`src/rtl/lc_pkg.sv`:
```
package lc_pkg;
  localparam int BUS_W  = 32;
  localparam int ADDR_W = 8;
  localparam logic [ADDR_W-1:0] OFF_CTRL = 8'hA0;
  localparam logic [ADDR_W-1:0] OFF_LO   = 8'hA4;
  localparam logic [ADDR_W-1:0] OFF_HI   = 8'hA8;
  localparam int REQ_BIT = 1;
endpackage

```
`src/rtl/lc_tick_counter.sv`:
```
module lc_tick_counter #(
  parameter int CNT_W = 64
) (
  input  logic             clk,
  input  logic             rst_n,
  input  logic             tick_i,
  output logic [CNT_W-1:0] count_o
);
  logic [CNT_W-1:0] count_q;

  always_ff @(posedge clk) begin
    if (!rst_n)      count_q <= '0;
    else if (tick_i) count_q <= count_q + 1'b1;
  end

  assign count_o = count_q;
endmodule

```
`src/rtl/lc_snap_ctrl.sv`:
```
module lc_snap_ctrl #(
  parameter int CNT_W = 64,
  parameter int LAT   = 2
) (
  input  logic             clk,
  input  logic             rst_n,
  input  logic             req_i,
  input  logic [CNT_W-1:0] count_i,
  output logic             busy_o,
  output logic [CNT_W-1:0] hold_o
);
  localparam int RW = $clog2(LAT + 1);

  logic [RW-1:0]    remain_q;
  logic [CNT_W-1:0] stage_q;
  logic [CNT_W-1:0] hold_q;
  logic             idle;

  assign idle = (remain_q == '0);

  // Capture into a stage at the request edge; publish after LAT cycles.
  always_ff @(posedge clk) begin
    if (!rst_n) begin
      remain_q <= '0;
      stage_q  <= '0;
      hold_q   <= '0;
    end else if (req_i && idle) begin
      stage_q  <= count_i;
      remain_q <= RW'(LAT);
    end else if (!idle) begin
      remain_q <= remain_q - 1'b1;
      if (remain_q == RW'(1)) hold_q <= stage_q;
    end
  end

  assign busy_o = !idle;
  assign hold_o = hold_q;
endmodule

```
`src/rtl/lc_regs.sv`:
```
module lc_regs
  import lc_pkg::*;
#(
  parameter int CNT_W = 64
) (
  input  logic              wr_i,
  input  logic [ADDR_W-1:0] addr_i,
  input  logic [BUS_W-1:0]  wdata_i,
  input  logic              busy_i,
  input  logic [CNT_W-1:0]  hold_i,
  output logic              req_o,
  output logic [BUS_W-1:0]  rdata_o
);
  localparam int WIDE = 2 * BUS_W;
  localparam int PAD  = WIDE - CNT_W;

  logic [WIDE-1:0] wide;
  logic            unused_wdata;

  generate
    if (PAD == 0) begin : g_full
      assign wide = hold_i;
    end else begin : g_pad
      assign wide = {{PAD{1'b0}}, hold_i};
    end
  endgenerate

  assign unused_wdata = ^wdata_i;
  assign req_o = wr_i && (addr_i == OFF_CTRL) && wdata_i[REQ_BIT];

  always_comb begin
    rdata_o = '0;
    case (addr_i)
      OFF_CTRL: rdata_o[REQ_BIT] = busy_i;
      OFF_LO:   rdata_o = wide[BUS_W-1:0];
      OFF_HI:   rdata_o = wide[WIDE-1:BUS_W];
      default:  rdata_o = '0;
    endcase
  end
endmodule

```
`src/rtl/latched_counter.sv`:
```
module latched_counter
  import lc_pkg::*;
#(
  parameter int CNT_W = 64,
  parameter int LAT   = 2
) (
  input  logic              clk,
  input  logic              rst_n,
  input  logic              tick_i,
  input  logic              bus_wr_i,
  input  logic [ADDR_W-1:0] bus_addr_i,
  input  logic [BUS_W-1:0]  bus_wdata_i,
  output logic [BUS_W-1:0]  bus_rdata_o
);
  logic [CNT_W-1:0] count_w;
  logic [CNT_W-1:0] hold_w;
  logic             busy_w;
  logic             req_w;

  lc_tick_counter #(.CNT_W(CNT_W)) u_count (
    .clk(clk), .rst_n(rst_n), .tick_i(tick_i), .count_o(count_w)
  );

  lc_snap_ctrl #(.CNT_W(CNT_W), .LAT(LAT)) u_snap (
    .clk(clk), .rst_n(rst_n), .req_i(req_w), .count_i(count_w),
    .busy_o(busy_w), .hold_o(hold_w)
  );

  lc_regs #(.CNT_W(CNT_W)) u_regs (
    .wr_i(bus_wr_i), .addr_i(bus_addr_i), .wdata_i(bus_wdata_i),
    .busy_i(busy_w), .hold_i(hold_w), .req_o(req_w), .rdata_o(bus_rdata_o)
  );
endmodule

```
`config.mk`:
```
export PLATFORM = sky130hd
export DESIGN_NAME = latched_counter
export DESIGN_NICKNAME = d
export VERILOG_FILES = /design/src/rtl/lc_pkg.sv /design/src/rtl/lc_tick_counter.sv /design/src/rtl/lc_snap_ctrl.sv /design/src/rtl/lc_regs.sv /design/src/rtl/latched_counter.sv
export SDC_FILE = /design/constraint.sdc
export NUM_CORES = 1
export LEC_CHECK = 0
export ABC_AREA = 1
export CAP_MARGIN = 10
export CORE_MARGIN = 4
export CORE_UTILIZATION = 43
export CTS_BUF_LIST = sky130_fd_sc_hd__clkbuf_4 sky130_fd_sc_hd__clkbuf_8
export CTS_CLUSTER_DIAMETER = 120
export DETAILED_ROUTE_END_ITERATION = 10
export PLACE_DENSITY_LB_ADDON = 0.25
export SKIP_CTS_REPAIR_TIMING = 1
export SYNTH_ARGS = -nofsm -noshare
export SYNTH_HDL_FRONTEND = slang
export SYNTH_SLANG_ARGS = --single-unit
```
`constraint.sdc`:
```
create_clock -name clk -period 1.87 [get_ports clk]
set_input_delay 0.374 -clock clk [delete_from_list [all_inputs] [get_ports clk]]
set_output_delay 0.374 -clock clk [all_outputs]
set_load 0.01 [all_outputs]
```
* Yosys cells after proc, flatten, opt, wreduce, memory -nomap -nowiden
Index checks and enable logic that the tools add are counted.
Storage, ports and cells: bits in latches 0, bits in read-only memories 0, bits in writable memories 0, memories 0, bits of input ports 44, output and inout port bits 32, register bits 194, logic and storage cells 27
Operators by class: equal/unequal tests 5, divide/modulo/power cells 0, $mul 0, bitwise operators 3, reductions and logical operators 7, mux-type cells 5, order comparisons 0, shift-type cells 0, add/sub/neg operators 2
Operators by type and width (count):
- $add A64 B1 Y64 const B | 1
- $pmux W30 S2 | 1
- $eq A8 B8 Y1 const B | 3
- $mux W2 | 2
- $logic_and A1 B1 Y1 | 3
- $not A1 Y1 | 3
- $pmux W1 S3 | 1
- $reduce_and A3 Y1 | 1
- $eq A2 B1 Y1 const B | 1
- $logic_not A2 Y1 | 1
- $ne A2 B2 Y1 const B | 1
- $pmux W1 S2 | 1
- $reduce_or A2 Y1 | 1
- $sub A2 B1 Y2 const B | 1
- $logic_not A1 Y1 | 1

* Longest topological paths before layout
Gate-level depths: netlist (run 1).
depth after elaboration 6, mapped depth 10, mapped depth without buffers 10

* Hierarchy
From an unflattened synthesis (run 1), not the netlist that was laid out.
Unflattened totals: cell total of the unflattened synthesis 1455, area, all modules 9835.7 µm²
By module, submodules not included:
- lc_snap_ctrl | times used 1, area each 5154.9 µm², cells each 707, seq. area each 2602.5 µm²
- lc_tick_counter | times used 1, area each 3839.9 µm², cells each 619, seq. area each 1281.2 µm²
- lc_regs | times used 1, area each 840.8 µm², cells each 129, seq. area each 0.0 µm²

* Worst setup path before layout (run 1)
No wires, ideal clock.
path type input port to output port, start input bus_addr_i[1], end output bus_rdata_o[1], data required time 1496 ps, stages 6, arrival time 1417 ps, setup slack 79 ps, buffers on the path 2, cell sequence or2_1 > nor4_4 > buf_4 > buf_2 > nand2_1 > nand3_1
Between the ends: longest elaborated chain between the ends 2, elaborated cells between the ends (all ways) 4, those cells by class eq/ne: 3; mux: 1
RTL lines:
- start: declaration | RTL line latched_counter.sv:11 | input logic [ADDR_W-1:0] bus_addr_i,
- $eq A8 B8 Y1 | RTL line lc_regs.sv:33 | case (addr_i)
- $pmux W1 S3 * | RTL line lc_regs.sv:33
- end: declaration | RTL line latched_counter.sv:13 | output logic [BUS_W-1:0] bus_rdata_o
Mark *: on every way between the ends. The rest lies on a longest branch, timed or not.

* Worst setup path in the final report (run 1)
start input bus_addr_i[0], end output bus_rdata_o[7]
Between the ends: longest elaborated chain between the ends 2, elaborated cells between the ends (all ways) 3, those cells by class eq/ne: 2; mux: 1
RTL lines (RTL line):
- $eq A8 B8 Y1 | lc_regs.sv:33
- $pmux W30 S2 * | lc_regs.sv:33
Marks and branches as above.

==> reports/qor.yml, run 1 <==
timing:
  fin_crit_sh_pct: 120
  relSlewSlack_pct: 65.3
  setup_viol: 32
  drv_slew: 0
  setup_ws_ps: -383
  rsz0062_at_grt: "true"
  max_freq_ghz: 0.444
  fin_worst_skew_ps: 17.2
  worst_pin_slew_ps: 521
  hold_viol: 0
  hold_ws_ps: 239
  fin_crit_ps: 2250
logic_synthesis:
  yosysSeqAreaShare_pct: 43.6
  yosysTopAreaCellShare_pct: 43.6
  synthesis.nets: 1358
  synth_area_leaders: "dfxtp_1 44%, nor2_1 15%, nand2_1 10%"
  syn_area_mm2: 0.00891
  postSynthAreaPerCell_um2: 6.78
  yosys.area.top_type: "dfxtp_1"
  synth_cell_types: 28
  async_reset_ff_share_pct: 0
  syn_inst: 1313
  synth-seq-cells: 194
  synth-edff-count: 0
  synth_top_flop_cell: "dfxtp_1"
  yosysWarnings: 0
clocking:
  root_buffer: "clkbuf_8"
  clock_latency_ps: 480
  clockBufferDepth: 2
  cts_sinks: 194
  cts_tree: "done"
  path_clk_slew_ps: 120
  htreeDepth: 4
  numCtsBuffers: 17
route:
  drt_iter0_drc: 874
  ant_nets: 0
  wl_per_cell_um: 16.0
  dr.pass1.iters: 8
  vias: 8623
  routed_wirelength_um: 26800
  drc: 0
  routed_via_density: 5.14
placed_design:
  io_buffers: 44
  placed_area_mm2: 0.00997
  place_hpwl_um: 19100
  globalplace.congestion: 0.949
critical_path:
  worst_setup_path_start_kind: "input port"
  critPathKind: "in -> out"
  crit_path_top_delay_cell: "nor3_4"
  timing.critical_path.mode_cell: "buf_6"
  cp-end-kind: "primary output"
  path_buf_inv: 6
  critPathMaxFanout: 6
  critical_path_arrival_ps: 1880
  worstPathRequired_ps: 1500
  cpLargestDelayFamily: "buffers and inverters"
  slowest_delay_ps: 380
  crit_path_cell_trace: "buf_6 > or2_4 > nor3_4 > buf_6 > clkbuf_16 > buf_6 > buf_6 > a32o_1 > buf_2"
power:
  p_leak_nw: 4.35
  ir_drop_v: 0.000335
  finalPower_mw: 7.45
  power.density_mw_per_mm2: 696
floorplanning:
  die_h_um: 152
  start_util_pct: 43.9
  fp.coreArea_mm2: 0.0203
  fp.dieArea_mm2: 0.0231
  ios: 76
  rows: 52
  fp.dieW_um: 152
worst_hold_path:
  hold_path_class: "in -> reg"
layout:
  area_growth_pct: 20.2
  final_nets: 1438
  final_util_pct: 52.7
  stdcell_area_mm2: 0.0107
  drive_gt1_share_pct: 13.7
  diodes: 0
  n_fill_cell: 2038
global_route:
  antenna_found_initial: 0
  grt_pass1_wl_um: 40900
  grt_max_degree: 99
  grt.total_usage_pct: 21.9
  grt_pass1_vias: 7607
  overflow: 0
outcome:
  status: "finished, violations left"
  violations: "negative setup slack"
job:
  drv_cap: 0
==> power breakdown <==
part	leakage, nW	internal [mW]	switching (mW)
logic	2.56	0.131	0.202
clock network	0.226	1.19	1.79
registers	1.56	4.14	0.00424
==> placed cells by master, fill, tap and decap left out, types with 11 or more instances in the layout <==
cell,instances
o21ai_0,93
nor2_2,11
nand2_1,239
buf_2,31
a21oi_1,101
dfxtp_1,191
clkbuf_8,17
inv_1,77
buf_4,61
nor2_1,342
nand3_1,76
buf_6,16
nand3b_1,25
a32o_1,31
==> metrics by stage <==
stage               instances  TNS [ps]  setup WS (ps)
floorplan                1313         0           79.1
global placement         1617    -51860           -680
detailed placement       1617    -54590           -706
CTS                      1649    -22010           -709
global route             1676     -8270           -424
finish                   1676     -6890           -383
==> worst register-to-register path: stages, from the launching register on <==
cell and delay [ps]:
dfxtp_1 460, nand2_1 110, nor2_1 260, nand2_1 180, nor2_1 110, nand2_1 50
nor2_1 240, nand3_1 110, nand2_1 80, nor2_1 40
==> cell usage after synthesis, drive strengths merged (5+ instances only) <==
cell / number
nand4: 10
nor2: 359
a32o: 31
dfxtp: 194
nand2: 240
nand3b: 25
clkbuf: 33
buf: 38
o21ai: 95
nor3: 8
inv: 81
a21oi: 102
o21a: 5
nand3: 81
==> per-layer routing <==
| metal | vias up | track usage, % | part of all wire (%) |
|---|---|---|---|
| li1 | 4446 | - | - |
| met1 | 3875 | 31.7 | 48 |
| met2 | 259 | 32.8 | 44 |
| met3 | 43 | 3.92 | 5.2 |
| met4 | 0 | 7.49 | 2.8 |
| met5 | - | 0 | 0 |
==> flip-flops by register name, indices dropped and copies added (netlist names) <==
signal and flops:
u_count.count_o 64, u_snap.hold_o 64, u_snap.stage_q 64, u_snap.remain_q 2
==> logic make-up after synthesis <==
group,count (synthesis),share of synthesized area (%)
and+or+nand+nor,728,34.1
adders and majority gates,1,0.140
buffers and inverters,153,6.88
AOI/OAI and AO/OA,235,15.1
xor gates and xnor gates,2,0.197
DFF,194,43.6
==> final timing paths <==
check | cells after the start | start | to | slack, ps
worst min-delay path | 3 | rst_n | u_count.count_o[0]$_SDFFE_PN0P_ | 240
worst min register to register | 1 | u_snap.remain_q[0]$_SDFFE_PP0P_ | u_snap.remain_q[0]$_SDFFE_PP0P_ | 460
worst max register to register | 9 | u_count.count_o[37]$_SDFFE_PN0P_ | u_count.count_o[57]$_SDFFE_PN0P_ | 130
worst max-delay path | 9 | bus_addr_i[0] | bus_rdata_o[7] | -380
==> layout make-up <==
class	count	area, um^2	area share (%)
repair buffers	132	1210	11.3
multi-input cells	966	4500	42.0
flip-flops and latches	194	3890	36.3
well taps	270	338	3.16
inverters	82	313	2.92
clock buffers	17	234	2.19
clock inverters	15	228	2.13
Power figures use the tool's default switching activity.
==> run 2: changes to the inputs <==
--- a/config.mk
+++ b/config.mk
@@ -11,6 +11,7 @@
 export CORE_UTILIZATION = 43
 export CTS_BUF_LIST = sky130_fd_sc_hd__clkbuf_4 sky130_fd_sc_hd__clkbuf_8
 export CTS_CLUSTER_DIAMETER = 120
+export CTS_CLUSTER_SIZE = 40
 export DETAILED_ROUTE_END_ITERATION = 10
 export PLACE_DENSITY_LB_ADDON = 0.25
 export SKIP_CTS_REPAIR_TIMING = 1
==> results of run 2 <==
The final DEF is identical to that of run 1; final timing and power are the same.
==> run 3: changes to the inputs <==
--- a/config.mk
+++ b/config.mk
@@ -8,7 +8,7 @@
 export ABC_AREA = 1
 export CAP_MARGIN = 10
 export CORE_MARGIN = 4
-export CORE_UTILIZATION = 43
+export CORE_UTILIZATION = 55
 export CTS_BUF_LIST = sky130_fd_sc_hd__clkbuf_4 sky130_fd_sc_hd__clkbuf_8
 export CTS_CLUSTER_DIAMETER = 120
 export CTS_CLUSTER_SIZE = 40
==> reports/qor.yml, run 3 (synthesis gave the netlist of run 1 again) <==
clocking:
  clockBufferDepth: 2  # unchanged
  root_buffer: "clkbuf_8"  # unchanged
  clock_latency_ps: 480  # about the same
  htreeDepth: 4  # unchanged
  numCtsBuffers: 17  # unchanged
  cts_sinks: 194  # unchanged
  cts_tree: "done"  # unchanged
  path_clk_slew_ps: 110  # was 120 ps
outcome:
  violations: "negative setup slack"  # unchanged
  status: "finished, violations left"  # unchanged
layout:
  layout_common_cells: "344 x nor2_1, 239 x nand2_1, 194 x dfxtp_1"  # was 342 x nor2_1, 239 x nand2_1, 191 x dfxtp_1
  area_growth_pct: 17.3  # was 20.2%
  n_fill_cell: 1474  # was 2038
  final_util_pct: 65.8  # was 52.7%
  final_common_cell: "nor2_1"  # unchanged
  drive_gt1_share_pct: 12.3  # was 13.7%
  diodes: 0  # unchanged
  final_nets: 1426  # was 1438
floorplanning:
  die_h_um: 135  # was 152 um
  fp.dieW_um: 135  # was 152 um
  rows: 46  # was 52
  start_util_pct: 56.1  # was 43.9%
  ios: 76  # unchanged
  fp.coreArea_mm2: 0.0159  # was 0.0203 mm^2
  fp.dieArea_mm2: 0.0183  # was 0.0231 mm^2
power:
  combPwrFrac_pct: 4.3  # was 4.5%
  ir_drop_v: 0.000523  # was 0.000335 V
  p_switching_mw: 1.89  # was 2.00 mW
  clockPowerShare_pct: 39.2  # was 40.0%
  power.share.switching_pct: 25.8  # was 26.8%
  power.density_mw_per_mm2: 701  # was 696 mW/mm^2
  p_int_mw: 5.44  # was 5.46 mW
  p_seq_share_pct: 56.5  # was 55.6%
  p_leak_nw: 4.28  # was 4.35 nW
route:
  routed_via_density: 5.54  # was 5.14
  routed_wirelength_um: 26700  # was 26800 um
  drc: 0  # unchanged
  ant_nets: 0  # unchanged
  wl_per_cell_um: 16.6  # was 16.0 um
  dr.pass1.iters: 7  # was 8
  vias: 8917  # was 8623
  drt_iter0_drc: 902  # was 874
global_route:
  grt_pass1_vias: 7846  # was 7607
  grt_max_degree: 114  # was 99
  grt_pass1_wl_um: 41200  # was 40900 um
  antenna_found_initial: 0  # unchanged
  grt.total_usage_pct: 28.6  # was 21.9%
  overflow: 0  # unchanged
job:
  drv_cap: 0  # unchanged
timing:
  tns_ps: -844  # was -6890 ps
  relSlewSlack_pct: 56.9  # was 65.3%
  worst_pin_slew_ps: 645  # was 521 ps
  setup_viol: 30  # was 32
  drv_slew: 0  # unchanged
  setup_ws_ps: -88.2  # was -383 ps
  hold_ws_ps: 247  # was 239 ps
  max_freq_ghz: 0.511  # was 0.444 GHz
  fin_crit_ps: 1960  # was 2250 ps
  hold_viol: 0  # unchanged
  rsz0062_at_grt: "true"  # unchanged
  fin_crit_sh_pct: 105  # was 120%
  fin_worst_skew_ps: 15.1  # was 17.2 ps
placed_design:
  globalplace.congestion: 0.962  # was 0.949
  place_hpwl_um: 19200  # was 19100 um
  io_buffers: 44  # unchanged
worst_hold_path:
  hold_path_class: "in -> reg"  # unchanged
critical_path:
  worst_setup_path_start_kind: "input port"  # unchanged
  critPathMaxFanout: 8  # was 6
  worstPathRequired_ps: 1500  # about the same
  critical_path_arrival_ps: 1580  # was 1880 ps
  critPathKind: "in -> out"  # unchanged
  cp-end-kind: "primary output"  # unchanged
[run 3: cell types whose count changed in the layout (fill, tap and decap cells not counted), moves of 3 or more]
cell / before / now
a32o_1: 31 / 28
a32o_2: 0 / 3
buf_6: 16 / 4
clkinv_8: 8 / 4
dfxtp_1: 191 / 194
dfxtp_2: 3 / 0
inv_6: 1 / 6
nand3_1: 76 / 79
nand3_2: 5 / 2
nor2_2: 11 / 8
[run 3: final cells by class]
type	instances	area, um^2	share of cell area (%)
Multi-Input combinational cell	966	4470	42.8
Sequential cell	194	3880	37.2
Inverter	82	313	2.99
Clock inverter	14	181	1.74
Clock buffer	18	248	2.37
Timing Repair Buffer	120	1080	10.3
Tap cell	216	270	2.59
[run 3: metrics by stage]
| step | area (um^2) | cells | power (mW) | setup slack (ps) |
|---|---|---|---|---|
| 2_1_floorplan | 8910 | 1313 | 4.41 | 79.1 |
| 3_3_place_gp | 9950 | 1569 | 4.53 | -709 |
| 3_5_place_dp | 9950 | 1569 | 4.53 | -743 |
| 4_1_cts | 10400 | 1601 | 7.35 | -751 |
| 5_1_grt | 10400 | 1610 | 7.57 | -88.6 |
| 6_report | 10400 | 1610 | 7.33 | -88.2 |
[run 3: worst max-delay path, cell delays in order]
cell and delay, ps:
clkbuf_2 80, or2_4 270, nor3_4 220, buf_12 150
buf_8 130, a32o_1 200, buf_2 150
[run 3: final timing paths]
kind                                                  startpoint  cells past startpoint                          endpoint  slack, ps
worst max-delay path                               bus_addr_i[0]                      7                    bus_rdata_o[9]        -90
worst min-delay path                                       rst_n                      3   u_snap.stage_q[22]$_SDFFE_PN0P_        250
worst max register to register  u_count.count_o[14]$_SDFFE_PN0P_                      8  u_count.count_o[26]$_SDFFE_PN0P_         90
worst min register to register   u_snap.remain_q[0]$_SDFFE_PP0P_                      1   u_snap.remain_q[0]$_SDFFE_PP0P_        460
[run 3: power by group through the flow]
| stage | registers, mW | clock network (mW) | logic, mW |
|---|---|---|---|
| after global routing | 4.14 | 3.09 | 0.346 |
| after floorplan | 4.23 | 0 | 0.174 |
| after detailed placement | 4.23 | 0 | 0.298 |
| after CTS | 4.14 | 2.91 | 0.299 |
| after global placement | 4.23 | 0 | 0.296 |
| final | 4.14 | 2.87 | 0.318 |
[run 3: metal layers]
metal,global-route usage (%),routed length [um]
met2,43.8,12100
met4,9.69,774
met5,0,0
met1,40.4,12000
met3,6.05,1910
